### src/rtl/pmic_i2c_pkg.sv
`timescale 1ns/1ps
package pmic_i2c_pkg;

    localparam int NUM_RAILS = 5;
    localparam int CTRL_IDX  = NUM_RAILS;
    localparam int ONOFF_IDX = NUM_RAILS + 1;
    localparam int NUM_REGS  = NUM_RAILS + 2;

    localparam logic [7:0]           CTRL_DEFAULT  = 8'h06;
    localparam logic [NUM_RAILS-1:0] ONOFF_DEFAULT = 5'b00111;

    typedef enum logic [3:0] {
        ST_IDLE,
        ST_ADDR,
        ST_ADDR_ACK,
        ST_PTR,
        ST_PTR_ACK,
        ST_WDATA,
        ST_WDATA_ACK,
        ST_RDATA,
        ST_RDATA_ACK
    } slv_state_t;

    // Default {discharge, code} of a rail; the voltage-select pin affects rail 0 only.
    function automatic logic [5:0] rail_default(input int idx, input logic vsel);
        logic [4:0] code;
        if (idx == 0)      code = vsel ? 5'd27 : 5'd7;
        else if (idx == 2) code = 5'd23;
        else               code = 5'd27;
        return {1'b1, code};
    endfunction

endpackage

### src/rtl/i2c_line_sense.sv
`timescale 1ns/1ps
module i2c_line_sense #(
    parameter int SYNC_STAGES = 2
) (
    input  logic clk,
    input  logic rst_n,
    input  logic scl_i,
    input  logic sda_i,
    output logic scl_lvl,
    output logic sda_lvl,
    output logic scl_rise,
    output logic scl_fall,
    output logic start_ev,
    output logic stop_ev
);
    localparam int DEPTH = SYNC_STAGES + 1;

    logic [DEPTH-1:0] scl_p;
    logic [DEPTH-1:0] sda_p;
    logic             scl_prev;
    logic             sda_prev;

    always_ff @(posedge clk or negedge rst_n) begin
        if (!rst_n) begin
            scl_p <= '1;
            sda_p <= '1;
        end else begin
            scl_p <= {scl_p[DEPTH-2:0], scl_i};
            sda_p <= {sda_p[DEPTH-2:0], sda_i};
        end
    end

    assign scl_lvl  = scl_p[DEPTH-2];
    assign sda_lvl  = sda_p[DEPTH-2];
    assign scl_prev = scl_p[DEPTH-1];
    assign sda_prev = sda_p[DEPTH-1];

    assign scl_rise = scl_lvl & ~scl_prev;
    assign scl_fall = ~scl_lvl & scl_prev;
    assign start_ev = scl_lvl & scl_prev & sda_prev & ~sda_lvl;
    assign stop_ev  = scl_lvl & scl_prev & ~sda_prev & sda_lvl;

endmodule

### src/rtl/i2c_slave_fsm.sv
`timescale 1ns/1ps
module i2c_slave_fsm
    import pmic_i2c_pkg::*;
#(
    parameter logic [5:0] DEV_ID = 6'b000100
) (
    input  logic       clk,
    input  logic       rst_n,
    input  logic       clear_i,
    input  logic       a0_i,
    input  logic       scl_lvl,
    input  logic       sda_lvl,
    input  logic       scl_rise,
    input  logic       scl_fall,
    input  logic       start_ev,
    input  logic       stop_ev,
    input  logic [7:0] rd_data_i,
    output logic [7:0] ptr_o,
    output logic       wr_stb_o,
    output logic [7:0] wr_data_o,
    output logic       sda_oe_o
);
    slv_state_t st, st_n;
    logic [7:0] sh, sh_n;
    logic [3:0] cnt, cnt_n;
    logic [7:0] ptr, ptr_n;
    logic       rw, rw_n;
    logic       mnack, mnack_n;
    logic       wr_n;
    logic       oe_n;

    always_comb begin
        st_n    = st;
        sh_n    = sh;
        cnt_n   = cnt;
        ptr_n   = ptr;
        rw_n    = rw;
        mnack_n = mnack;
        wr_n    = 1'b0;
        if (clear_i) begin
            st_n  = ST_IDLE;
            ptr_n = '0;
            cnt_n = '0;
        end else if (start_ev) begin
            st_n  = ST_ADDR;
            cnt_n = '0;
        end else if (stop_ev) begin
            st_n = ST_IDLE;
        end else begin
            if (scl_rise) begin
                unique case (st)
                    ST_ADDR, ST_PTR, ST_WDATA: begin
                        sh_n  = {sh[6:0], sda_lvl};
                        cnt_n = cnt + 4'd1;
                    end
                    ST_RDATA:     cnt_n   = cnt + 4'd1;
                    ST_RDATA_ACK: mnack_n = sda_lvl;
                    default: ;
                endcase
            end
            if (scl_fall) begin
                unique case (st)
                    ST_ADDR: if (cnt == 4'd8) begin
                        rw_n = sh[0];
                        st_n = (sh[7:1] == {DEV_ID, a0_i}) ? ST_ADDR_ACK : ST_IDLE;
                    end
                    ST_ADDR_ACK: begin
                        cnt_n = '0;
                        if (rw) begin
                            sh_n = rd_data_i;
                            st_n = ST_RDATA;
                        end else begin
                            st_n = ST_PTR;
                        end
                    end
                    ST_PTR: if (cnt == 4'd8) begin
                        ptr_n = sh;
                        st_n  = ST_PTR_ACK;
                    end
                    ST_PTR_ACK, ST_WDATA_ACK: begin
                        cnt_n = '0;
                        st_n  = ST_WDATA;
                    end
                    ST_WDATA: if (cnt == 4'd8) begin
                        wr_n = 1'b1;
                        st_n = ST_WDATA_ACK;
                    end
                    ST_RDATA: begin
                        if (cnt == 4'd8) st_n = ST_RDATA_ACK;
                        else             sh_n = {sh[6:0], 1'b0};
                    end
                    ST_RDATA_ACK: begin
                        if (mnack) begin
                            st_n = ST_IDLE;
                        end else begin
                            cnt_n = '0;
                            sh_n  = rd_data_i;
                            st_n  = ST_RDATA;
                        end
                    end
                    default: ;
                endcase
            end
        end
        oe_n = (st_n == ST_ADDR_ACK) || (st_n == ST_PTR_ACK) || (st_n == ST_WDATA_ACK)
            || ((st_n == ST_RDATA) && !sh_n[7]);
    end

    // State register
    always_ff @(posedge clk or negedge rst_n) begin
        if (!rst_n) st <= ST_IDLE;
        else        st <= st_n;
    end

    // Datapath registers
    always_ff @(posedge clk or negedge rst_n) begin
        if (!rst_n) begin
            sh    <= '0;
            cnt   <= '0;
            ptr   <= '0;
            rw    <= 1'b0;
            mnack <= 1'b1;
        end else begin
            sh    <= sh_n;
            cnt   <= cnt_n;
            ptr   <= ptr_n;
            rw    <= rw_n;
            mnack <= mnack_n;
        end
    end

    // Outputs
    always_ff @(posedge clk or negedge rst_n) begin
        if (!rst_n) begin
            sda_oe_o <= 1'b0;
            wr_stb_o <= 1'b0;
        end else begin
            sda_oe_o <= oe_n;
            wr_stb_o <= wr_n;
        end
    end

    assign ptr_o     = ptr;
    assign wr_data_o = sh;

    AST_OE_CHANGE_SCL_LOW: assert property (@(posedge clk) disable iff (!rst_n)
        !$stable(sda_oe_o) |-> (!scl_lvl || $past(clear_i)));
    AST_IDLE_NO_DRIVE: assert property (@(posedge clk) disable iff (!rst_n)
        (st == ST_IDLE) |-> !sda_oe_o);
    AST_PTR_ONLY_ON_PTR_BYTE: assert property (@(posedge clk) disable iff (!rst_n)
        !$stable(ptr) |-> ($past(st) == ST_PTR || $past(clear_i)));

endmodule

### src/rtl/pmic_regfile.sv
`timescale 1ns/1ps
module pmic_regfile
    import pmic_i2c_pkg::*;
(
    input  logic                   clk,
    input  logic                   rst_n,
    input  logic                   load_i,
    input  logic                   vsel_i,
    input  logic                   wr_en_i,
    input  logic [7:0]             wr_addr_i,
    input  logic [7:0]             wr_data_i,
    input  logic [7:0]             rd_addr_i,
    output logic [7:0]             rd_data_o,
    output logic [NUM_RAILS*8-1:0] rail_cfg_o,
    output logic [7:0]             ctrl_o,
    output logic [NUM_RAILS-1:0]   rail_en_o
);
    localparam int PAD = 8 - NUM_RAILS;

    for (genvar i = 0; i < NUM_RAILS; i++) begin : g_rail
        logic [5:0] q;
        always_ff @(posedge clk or negedge rst_n) begin
            if (!rst_n)                                q <= rail_default(i, 1'b0);
            else if (load_i)                           q <= rail_default(i, vsel_i);
            else if (wr_en_i && wr_addr_i == 8'(i))    q <= wr_data_i[5:0];
        end
        assign rail_cfg_o[8*i +: 8] = {2'b00, q};
    end

    always_ff @(posedge clk or negedge rst_n) begin
        if (!rst_n) begin
            ctrl_o    <= CTRL_DEFAULT;
            rail_en_o <= ONOFF_DEFAULT;
        end else if (load_i) begin
            ctrl_o    <= CTRL_DEFAULT;
            rail_en_o <= ONOFF_DEFAULT;
        end else if (wr_en_i) begin
            if (wr_addr_i == 8'(CTRL_IDX))  ctrl_o    <= wr_data_i;
            if (wr_addr_i == 8'(ONOFF_IDX)) rail_en_o <= wr_data_i[NUM_RAILS-1:0];
        end
    end

    always_comb begin
        rd_data_o = '0;
        for (int i = 0; i < NUM_RAILS; i++)
            if (rd_addr_i == 8'(i)) rd_data_o = rail_cfg_o[8*i +: 8];
        if (rd_addr_i == 8'(CTRL_IDX))  rd_data_o = ctrl_o;
        if (rd_addr_i == 8'(ONOFF_IDX)) rd_data_o = {{PAD{1'b0}}, rail_en_o};
    end

    AST_OOR_WRITE_DISCARD: assert property (@(posedge clk) disable iff (!rst_n)
        (wr_en_i && wr_addr_i >= 8'(NUM_REGS) && !load_i)
        |=> ($stable(rail_cfg_o) && $stable(ctrl_o) && $stable(rail_en_o)));

endmodule

### src/rtl/pmic_i2c_regs.sv
`timescale 1ns/1ps
module pmic_i2c_regs
    import pmic_i2c_pkg::*;
#(
    parameter logic [5:0] DEV_ID      = 6'b000100,
    parameter int         SYNC_STAGES = 2
) (
    input  logic                   clk,
    input  logic                   rst_n,
    input  logic                   chip_en_i,
    input  logic                   scl_i,
    input  logic                   sda_i,
    output logic                   sda_oe_o,
    input  logic                   addr_sel_i,
    input  logic                   vsel_i,
    output logic [NUM_RAILS*8-1:0] rail_cfg_o,
    output logic [7:0]             ctrl_o,
    output logic [NUM_RAILS-1:0]   rail_en_o
);
    logic init_pend, load, a0_q;
    logic scl_lvl, sda_lvl, scl_rise, scl_fall, start_ev, stop_ev;
    logic [7:0] ptr, wr_data, rd_data;
    logic       wr_stb;

    always_ff @(posedge clk or negedge rst_n) begin
        if (!rst_n) init_pend <= 1'b1;
        else        init_pend <= 1'b0;
    end

    assign load = init_pend | ~chip_en_i;

    always_ff @(posedge clk or negedge rst_n) begin
        if (!rst_n)    a0_q <= 1'b0;
        else if (load) a0_q <= addr_sel_i;
    end

    i2c_line_sense #(.SYNC_STAGES(SYNC_STAGES)) u_sense (
        .clk      (clk),
        .rst_n    (rst_n),
        .scl_i    (scl_i),
        .sda_i    (sda_i),
        .scl_lvl  (scl_lvl),
        .sda_lvl  (sda_lvl),
        .scl_rise (scl_rise),
        .scl_fall (scl_fall),
        .start_ev (start_ev),
        .stop_ev  (stop_ev)
    );

    i2c_slave_fsm #(.DEV_ID(DEV_ID)) u_fsm (
        .clk       (clk),
        .rst_n     (rst_n),
        .clear_i   (load),
        .a0_i      (a0_q),
        .scl_lvl   (scl_lvl),
        .sda_lvl   (sda_lvl),
        .scl_rise  (scl_rise),
        .scl_fall  (scl_fall),
        .start_ev  (start_ev),
        .stop_ev   (stop_ev),
        .rd_data_i (rd_data),
        .ptr_o     (ptr),
        .wr_stb_o  (wr_stb),
        .wr_data_o (wr_data),
        .sda_oe_o  (sda_oe_o)
    );

    pmic_regfile u_regs (
        .clk        (clk),
        .rst_n      (rst_n),
        .load_i     (load),
        .vsel_i     (vsel_i),
        .wr_en_i    (wr_stb),
        .wr_addr_i  (ptr),
        .wr_data_i  (wr_data),
        .rd_addr_i  (ptr),
        .rd_data_o  (rd_data),
        .rail_cfg_o (rail_cfg_o),
        .ctrl_o     (ctrl_o),
        .rail_en_o  (rail_en_o)
    );

    AST_DISABLE_DEFAULTS: assert property (@(posedge clk) disable iff (!rst_n)
        !chip_en_i |=> (ctrl_o == CTRL_DEFAULT && rail_en_o == ONOFF_DEFAULT));
    AST_DISABLE_QUIET: assert property (@(posedge clk) disable iff (!rst_n)
        !chip_en_i |=> !sda_oe_o);

endmodule

### config.mk
export PLATFORM = sky130hd
export DESIGN_NAME = pmic_i2c_regs
export DESIGN_NICKNAME = d
export VERILOG_FILES = /design/src/rtl/pmic_i2c_pkg.sv /design/src/rtl/i2c_line_sense.sv /design/src/rtl/i2c_slave_fsm.sv /design/src/rtl/pmic_regfile.sv /design/src/rtl/pmic_i2c_regs.sv
export SDC_FILE = /design/constraint.sdc
export NUM_CORES = 1
export LEC_CHECK = 0
export BUFFER_PORTS_ARGS = -buffer_cell sky130_fd_sc_hd__clkbuf_2
export CORE_MARGIN = 2
export CORE_UTILIZATION = 34
export CTS_CLUSTER_DIAMETER = 120
export DETAILED_ROUTE_END_ITERATION = 6
export PLACE_DENSITY = 0.51
export SYNTH_ARGS = -nofsm -noshare
export SYNTH_HDL_FRONTEND = slang
export SYNTH_SLANG_ARGS = --single-unit
### constraint.sdc
create_clock -name clk -period 3.52 [get_ports clk]
set_input_delay 0.704 -clock clk [delete_from_list [all_inputs] [get_ports clk]]
set_output_delay 0.704 -clock clk [all_outputs]
set_load 0.03 [all_outputs]
==> results of run 1 <==
## registers in the layout, summed over array words and instances, names as in the netlist
register          flops
u_regs.g_rail.q      30
u_fsm.cnt             4
u_fsm.st              4
u_fsm.wr_data_o       8
u_fsm.rw              1
u_fsm.ptr_o           8
u_fsm.sda_oe_o        1
u_fsm.wr_stb_o        1
u_sense.sda_p         3
u_regs.ctrl_o         8
a0_q                  1
u_fsm.mnack           1
u_sense.scl_p         3
init_pend             1
u_regs.rail_en_o      5
## worst max-delay path: cells and delay by family, from the launching register on
family           cells  cell delay, ns
AND/OR/NAND/NOR      2            0.42
flip-flops           1            0.66
AO/OA/AOI/OAI        5            1.46
## logic make-up (layout without fill, tap and decap cells)
group | count (synthesis) | after routing | share of synthesized area
AOI/OAI and AO/OA | 79 | 79 | 0.128
other | 1 | 11 | 0.000879
and+or+nand+nor | 141 | 141 | 0.177
muxes | 59 | 59 | 0.157
adders and majority gates | 2 | 2 | 0.00586
buffers and inverters | 41 | 77 | 0.0495
xor gates and xnor gates | 4 | 4 | 0.00821
DFF | 79 | 79 | 0.474
## layout make-up
cell class | instances | area [um^2]
timing repair buffer | 55 | 290
inverter | 6 | 22.5
tap | 168 | 210
multi-input combinational | 296 | 2070
clock buffer | 14 | 297
clock inverter | 2 | 10.0
sequential | 79 | 2020
fill | 1219 | 7190
## synthesized netlist by cell type (all sizes together), types with 6 or more instances
master,count
a22o,6
dfstp,37
nor3,6
nand3,8
nor2b,11
clkbuf,16
a21oi,15
buf,19
inv,6
o21ai,16
o31ai,6
mux2i,51
nor2,34
nand2b,6
dfrtp,42
mux4,6
nand2,52
## stage by stage
| stage | hold slack (ns) | total power, W |
|---|---|---|
| 2_1_floorplan | 0.345 | 0.00101 |
| 3_3_place_gp | 0.346 | 0.00104 |
| 3_5_place_dp | 0.348 | 0.00104 |
| 4_1_cts | 0.356 | 0.00201 |
| 5_1_grt | 0.359 | 0.00206 |
| 6_report | 0.355 | 0.00197 |
## per-layer routing
metal  part of all wire  global-route usage  up-vias
li1                   -                   -     1526
met1               0.48               0.259     1614
met2               0.46               0.279       80
met3              0.046              0.0324       17
met4              0.016              0.0730        0
met5                  0                   0        -
## path summary, 6_finish.rpt
check,start,to
hold / removal,u_sense.sda_p[0],u_sense.sda_p[1]
setup / recovery,u_fsm.st[1],u_fsm.sda_oe_o
hold reg to reg,u_sense.sda_p[0],u_sense.sda_p[1]
max in group asynchronous,rst_n,u_fsm.cnt[2]
min in group asynchronous,rst_n,u_regs.g_rail[2].q[3]
setup reg to reg,u_fsm.st[1],u_fsm.sda_oe_o
## power groups by stage
stage	clock network (W)	logic [W]	registers [W]
after floorplan	0	0.0000597	0.000949
after global placement	0	0.0000923	0.000950
after detailed placement	0	0.0000928	0.000950
after CTS	0.000985	0.0000933	0.000935
after global routing	0.00102	0.000101	0.000936
final	0.000949	0.0000909	0.000935
==> impl_metrics.ini, run 1 <==
[cts]
clock_sinks = 79
clock_latency_ns = 0.34
cts-buffers-inserted = 9
cts_resized = 0
cts_tree = built
clk_pin_slew_ns = 0.06
post-cts-setup-buffers = 0
cts_max_level = 3
hold_buffers = 0
clockBufferDepth = 2
root_buffer = clkbuf_16

[placed_design]
place_ws_ns = 0.884
io_buffers = 50
dp.cells = 604
place_area_um2 = 4620
place_hpwl_um = 7870
gp_congestion = 0.890

[critical_path]
cp_max_fo = 15
cp.arrival_ns = 2.88
max_stage_delay_ns = 0.66
cp-end-kind = register
worstPathCellList = nor2b_1, nand3_1, a21oi_2, a31oi_1, a222oi_1, o21ai_1, a21oi_1
crit_type = reg -> reg
reg2reg_depth = 7
cp_slowest_cell = dfrtp_1
r2r_setup_slack_ns = 0.90
worst_ep_required_time_ns = 3.78
startpoint_type = register

[pwr]
seqPwrFrac = 0.473
ir_drop_v = 0.000219
p_sw_w = 0.000450
power_frac_comb = 0.046
p_leak_nw = 2.10
p_int_w = 0.00152
switching_share = 0.228
power_density_nw_per_um2 = 401
p_clk_frac = 0.480

[finish]
nets = 456
final_area_um2 = 4930
drive_gt1_frac = 0.285
final_common_cell = nand2_1
diodes = 0
final_cell_count_no_fill = 620
final_cell_mix = nand2_1 (52), mux2i_1 (51), clkbuf_2 (49), dfrtp_1 (42), dfstp_2 (37)
area_growth_syn_to_layout_pct = 15.4
fin_util = 0.407

[logic_synthesis]
netlist_top_cells_area = dfrtp_1 (25%), dfstp_2 (23%), mux2i_1 (12%), nand2_1 (4.6%), mux4_2 (3.2%)
synth_top_cell_area_share = 0.246
synth_area_um2 = 4270
synth.avg_cell_area_um2 = 10.5
ys_seq_area_frac = 0.474
syn_inst = 406
ys.flop_type = dfrtp_1
synth.yosys.warnings = 0
synth_cell_types = 62
async_flop_share = 1.00
synth_area_leader_cell = dfrtp_1
synth_edf_count = 0
ys_ff_latch = 79

[global_routing]
grt_usage = 0.183
antenna_found_initial = 0
grt_pass1_vias = 3230
grt_max_degree = 80
grt_pass1_wl_um = 18500
grt.overflow.total = 0

[floorplanning]
core_area_um2 = 12100
dieArea_um2 = 13500
start_util = 0.352
die_x_um = 116
fp.dieH_um = 116
rows = 40
io_pins = 61

[sta]
relSlewSlack = 0.310
fin_skew_ns = 0.00802
fmax_mhz = 381
period_share = 0.745
period_minus_slack_ns = 2.62
finalSetupViolCount = 0
drv_slew = 0
setup_slack_ns = 0.896
rsz0062_at_grt = false
hold_viol = 0
worst_slew_pin_slew_ns = 1.04
finalSetupTns_ns = 0

[detailed_routing]
dr.pass1.iters = 4
via_per_inst = 5.22
routedWlPerCell_um = 18.6
drt.antenna.violating_nets = 0
drt_wl_total_um = 11500
drt_iter0_markers = 226
drc = 0
vias = 3237

[run_status]
status = finished, final reports clean

[min_path]
hp-class = reg -> reg
min_path_cells = 0

[job]
drv_cap = 0
(Power assumes the default switching activity.)
==> run 2, diff against run 1 <==
ABC_AREA = 1   (was unset)
PLACE_DENSITY = 0.53   (was 0.51)
clock period = 2.2 ns   (was 3.52 ns; I/O delays follow)
==> impl_metrics.ini, run 2 <==
[run_status]
status = finished, final reports clean

[cts]
post-cts-setup-buffers = 0
clock_sinks = 79
cts_tree = built
cts-buffers-inserted = 9
cts_max_level = 3
root_buffer = clkbuf_16
clk_pin_slew_ns = 0.06
clockBufferDepth = 2
cts_resized = 0
hold_buffers = 0
clock_latency_ns = 0.34

[finish]
final_cell_count_no_fill = 843
regMostFlops = u_regs.g_rail.q
largest_reg_flops = 30
nets = 675
diodes = 0
area_growth_syn_to_layout_pct = 19.0
final_cell_mix = nand2_1 (185), nor2_1 (78), inv_1 (56), clkbuf_2 (49), nand3_1 (43)
final_common_cell = nand2_1
final_area_um2 = 5210
drive_gt1_frac = 0.228

[critical_path]
r2r_setup_slack_ns = 0.26
path_buf_inv = 2
cp-end-kind = register
cp_top_family = simple AND/OR/NAND/NOR gates
startpoint_type = register
max_stage_delay_ns = 0.39
cp.arrival_ns = 2.21
cp_slowest_cell = dfrtp_1
cp_max_fo = 8
worstPathCellList = inv_1, ha_1, nand3_2, inv_1, nand2_2, nand3_1, o21ai_4, nand2_2, nand2_1, nand3_1, a21oi_2
worst_ep_required_time_ns = 2.48
crit_type = reg -> reg

[logic_synthesis]
async_flop_share = 1.00
synth_edf_count = 0
synth_adder_area_share = 0.00571
yosys.area_share.simple = 0.325
synth.most_common_cell = nand2_1
synth_area_um2 = 4380
synth_top_cell_area_share = 0.240
synth_cell_types = 33
synth.avg_cell_area_um2 = 7.33
synthTopCellsByCount = nand2_1 (185), nor2_1 (78), inv_1 (56)
synth_compound_area_frac = 0.111
synth.yosys.warnings = 0
synthMuxAreaShare = 0.00514
syn_inst = 598
synthXorXnorAreaFrac = 0.00400
ys_seq_area_frac = 0.462
ys.flop_type = dfrtp_1
synth_top_family_by_area = simple AND/OR/NAND/NOR gates
synth_area_leader_cell = dfrtp_1
ys_ff_latch = 79
netlist_top_cells_area = dfrtp_1 (24%), dfstp_2 (22%), nand2_1 (16%), nor2_1 (6.7%), nand3_1 (4.9%)

[detailed_routing]
drc = 0
drt_wl_total_um = 12600
dr.pass1.iters = 5
via_per_inst = 4.83
drt.antenna.violating_nets = 0
routedWlPerCell_um = 15.0
drt_iter0_markers = 247
vias = 4073

[global_routing]
antenna_found_initial = 0
grt_usage = 0.191
grt_pass1_vias = 3935
grt_pass1_wl_um = 21000
grt_max_degree = 34
grt.overflow.total = 0

[floorplanning]
core_area_um2 = 12600
die_x_um = 118
dieArea_um2 = 13800
start_util = 0.347
io_pins = 61
fp.dieH_um = 118
rows = 41

[job]
drv_cap = 0

[sta]
fin_skew_ns = 0.00627
drv_slew = 0
fmax_mhz = 516
setup_slack_ns = 0.261
finalSetupTns_ns = 0
relSlewSlack = 0.620
hold_viol = 0
rsz0062_at_grt = false
period_share = 0.881
finalSetupViolCount = 0
period_minus_slack_ns = 1.94
worst_slew_pin_slew_ns = 0.565

[pwr]
p_total_w = 0.00377
p_leak_nw = 2.59
power_density_nw_per_um2 = 723
ir_drop_v = 0.000471

[placed_design]
gp_congestion = 0.926
dp.cells = 827
place_hpwl_um = 9660
place_area_um2 = 4910
io_buffers = 50
place_ws_ns = 0.287

[min_path]
hp-class = in -> async
## run 2: logic make-up after synthesis
| logic type | Yosys count |
|---|---|
| AO/OA/AOI/OAI | 87 |
| XOR/XNOR | 2 |
| adder cells (fa/ha/maj) | 2 |
| buffers and inverters | 89 |
| flip-flops | 79 |
| multiplexers | 2 |
| other | 1 |
| AND/OR/NAND/NOR | 336 |
## run 2: area by class of cell
type / count / area [um^2]
clock buffer: 9 / 225
clock inverter: 7 / 78.8
fill: 1334 / 7410
inverter: 68 / 255
multi-input combinational: 440 / 2010
sequential: 79 / 2020
tap: 172 / 215
timing repair buffer: 68 / 400
## run 2: metal layers
layer,global-route usage,up-vias,wire length (um)
met4,0.0670,0,236
met2,0.283,105,5550
met1,0.283,1929,6250
met5,0,-,0
met3,0.0296,17,579
li1,-,2022,-
## run 2: final timing paths
path	startpoint	to	depth (start not counted)
max	u_fsm.cnt[0]	u_fsm.sda_oe_o	11
min	rst_n	u_fsm.cnt[1]	1
max reg2reg	u_fsm.cnt[0]	u_fsm.sda_oe_o	11
min reg2reg	u_sense.scl_p[0]	u_sense.scl_p[1]	0
max in group asynchronous	rst_n	u_regs.g_rail[1].q[3]	2
min in group clk	scl_i	u_sense.scl_p[0]	1
## run 2: worst register-to-register path: stages, from the launching register on
cell and delay [ns]:
dfrtp_1 0.39, inv_1 0.07, ha_1 0.22, nand3_2 0.19, inv_1 0.12, nand2_2 0.18
nand3_1 0.15, o21ai_4 0.21, nand2_2 0.07, nand2_1 0.08, nand3_1 0.09, a21oi_2 0.12
## run 2: power breakdown
group,switching [W],leakage (nW),total [W],internal [W]
clock,0.000649,0.144,0.00154,0.000893
combinational,0.000428,1.49,0.000584,0.000156
sequential,0.0000748,0.961,0.00165,0.00157
## run 2: per-stage QoR
stage | util | hold WS (ns)
after CTS | 0.413 | 0.0733
after global placement | 0.389 | 0.346
after detailed placement | 0.389 | 0.347
after floorplan | - | 0.144
final | 0.413 | 0.0497
after global routing | 0.413 | 0.0785
==> run 3, diff against run 2 <==
HOLD_SLACK_MARGIN = 0.1   (was unset)
PLACE_DENSITY = 0.54   (was 0.53)
==> impl_metrics.ini, run 3 (synthesis results as in run 2) <==
[floorplanning]
die_x_um = 118
rows = 41
io_pins = 61
dieArea_um2 = 13800
core_area_um2 = 12600
fp.dieH_um = 118
start_util = 0.347

[critical_path]
crit_type = reg -> reg
worst_ep_required_time_ns = 2.47
cp-end-kind = register
cp_top_family = simple AND/OR/NAND/NOR gates
r2r_setup_slack_ns = 0.28
r2r-start = u_fsm.ptr_o[3]
cp.arrival_ns = 2.19
r2r-end = u_regs.ctrl_o[1]
reg2reg_depth = 6
worstPathCellList = nor2_1, nand2_1, nor2_2, a21oi_1, buf_4, o21ai_0
cp_max_fo = 10
startpoint_type = register
cp_slowest_cell = dfrtp_1
max_stage_delay_ns = 0.38
path_buf_inv = 1

[finish]
fillCellCount = 1355
final_cell_mix = nand2_1 (185), nor2_1 (78), inv_1 (56), clkbuf_2 (49), nand3_1 (43)
drive_gt1_frac = 0.226
diodes = 0
largest_reg_flops = 30
regArea_um2 = 2020
nets = 673
multi_input_area_um2 = 2010
area_growth_syn_to_layout_pct = 18.6
final_common_cell = nand2_1
regMostFlops = u_regs.g_rail.q

[cts]
cts_tree = built
cts_max_level = 3
root_buffer = clkbuf_16
clk_pin_slew_ns = 0.06
clock_sinks = 79
clock_latency_ns = 0.35
clockBufferDepth = 2
post-cts-setup-buffers = 0
cts-buffers-inserted = 9

[pwr]
p_leak_nw = 2.59
power_density_nw_per_um2 = 725
p_clk_frac = 0.410
ir_drop_v = 0.000499
p_total_w = 0.00377
p_sw_w = 0.00115
p_int_w = 0.00262
seqPwrFrac = 0.437
switching_share = 0.305
power_frac_comb = 0.153

[detailed_routing]
drc = 0
via_per_inst = 4.81
drt_iter0_markers = 239
routedWlPerCell_um = 14.7
dr.pass1.iters = 5
drt.antenna.violating_nets = 0
drt_wl_total_um = 12300
vias = 4046

[min_path]
hp-class = in -> reg
hold_start = scl_i
holdPathEnd = u_sense.scl_p[0]
min_path_cells = 1

[sta]
fin_skew_ns = 0.00654
fmax_mhz = 521
hold_viol = 0
relSlewSlack = 0.617
worst_slew_pin_slew_ns = 0.571
period_minus_slack_ns = 1.92
rsz0062_at_grt = false
drv_slew = 0
finalSetupViolCount = 0
finalSetupTns_ns = 0
period_share = 0.872

[placed_design]
place_hpwl_um = 9460
io_buffers = 50
gp_congestion = 0.872

[global_routing]
grt_usage = 0.186
grt_max_degree = 46
grt_pass1_vias = 3790
antenna_found_initial = 0
grt_pass1_wl_um = 20000
grt.overflow.total = 0

[run_status]
status = finished, final reports clean

[job]
drv_cap = 0
## run 3: final cells by class
cell class,instances,area share
clock inverters,7,0.0149
multi-input cells,440,0.387
inverters,68,0.0491
well taps,172,0.0414
repair buffers,66,0.0746
clock buffers,9,0.0433
flip-flops and latches,79,0.389
## run 3: how the worst max path moves through the flow
stage | slack (ns) | startpoint | end | cells past startpoint
2_1_floorplan | 0.59 | u_fsm.cnt[0] | u_fsm.sda_oe_o | 11
3_3_place_gp | 0.26 | u_fsm.ptr_o[7] | u_regs.rail_en_o[4] | 8
3_5_place_dp | 0.24 | u_fsm.ptr_o[5] | u_regs.rail_en_o[4] | 8
4_1_cts | 0.21 | u_fsm.ptr_o[5] | u_regs.rail_en_o[2] | 7
5_1_grt | 0.07 | u_fsm.ptr_o[3] | u_regs.ctrl_o[1] | 6
6_report | 0.28 | u_fsm.ptr_o[3] | u_regs.ctrl_o[1] | 6
## run 3: metrics by stage
| step | setup WS [ns] | hold slack (ns) | utilization | cells | cell area [um^2] |
|---|---|---|---|---|---|
| floorplan | 0.586 | 0.144 | - | 608 | 4420 |
| global placement | 0.255 | 0.347 | 0.387 | 824 | 4890 |
| detailed placement | 0.239 | 0.347 | 0.387 | 824 | 4890 |
| CTS | 0.208 | 0.156 | 0.412 | 841 | 5200 |
| global route | 0.0688 | 0.157 | 0.412 | 841 | 5200 |
| finish | 0.281 | 0.167 | 0.412 | 841 | 5200 |
## run 3: power groups by stage
stage	Sequential, W	Combinational [W]	Clock, W
after floorplan	0.00175	0.000287	0
after global placement	0.00167	0.000577	0
after detailed placement	0.00167	0.000579	0
after CTS	0.00165	0.000582	0.00158
after global routing	0.00166	0.000636	0.00164
final	0.00165	0.000578	0.00154
## run 3: per-layer routing
metal | GRT usage | share of wire | wire [um] | vias to the layer above
li1 | - | - | - | 2022
met5 | 0 | 0 | 0 | -
met1 | 0.270 | 0.50 | 6100 | 1894
met4 | 0.0648 | 0.014 | 174 | 0
met2 | 0.274 | 0.44 | 5400 | 117
met3 | 0.0392 | 0.052 | 645 | 13
## run 3: what timing repair did
action,in CTS,in global routing
setup endpoints to repair,0,4
gates resized for setup,0,1
endpoints found under the hold margin,22,0
hold buffers,1,0
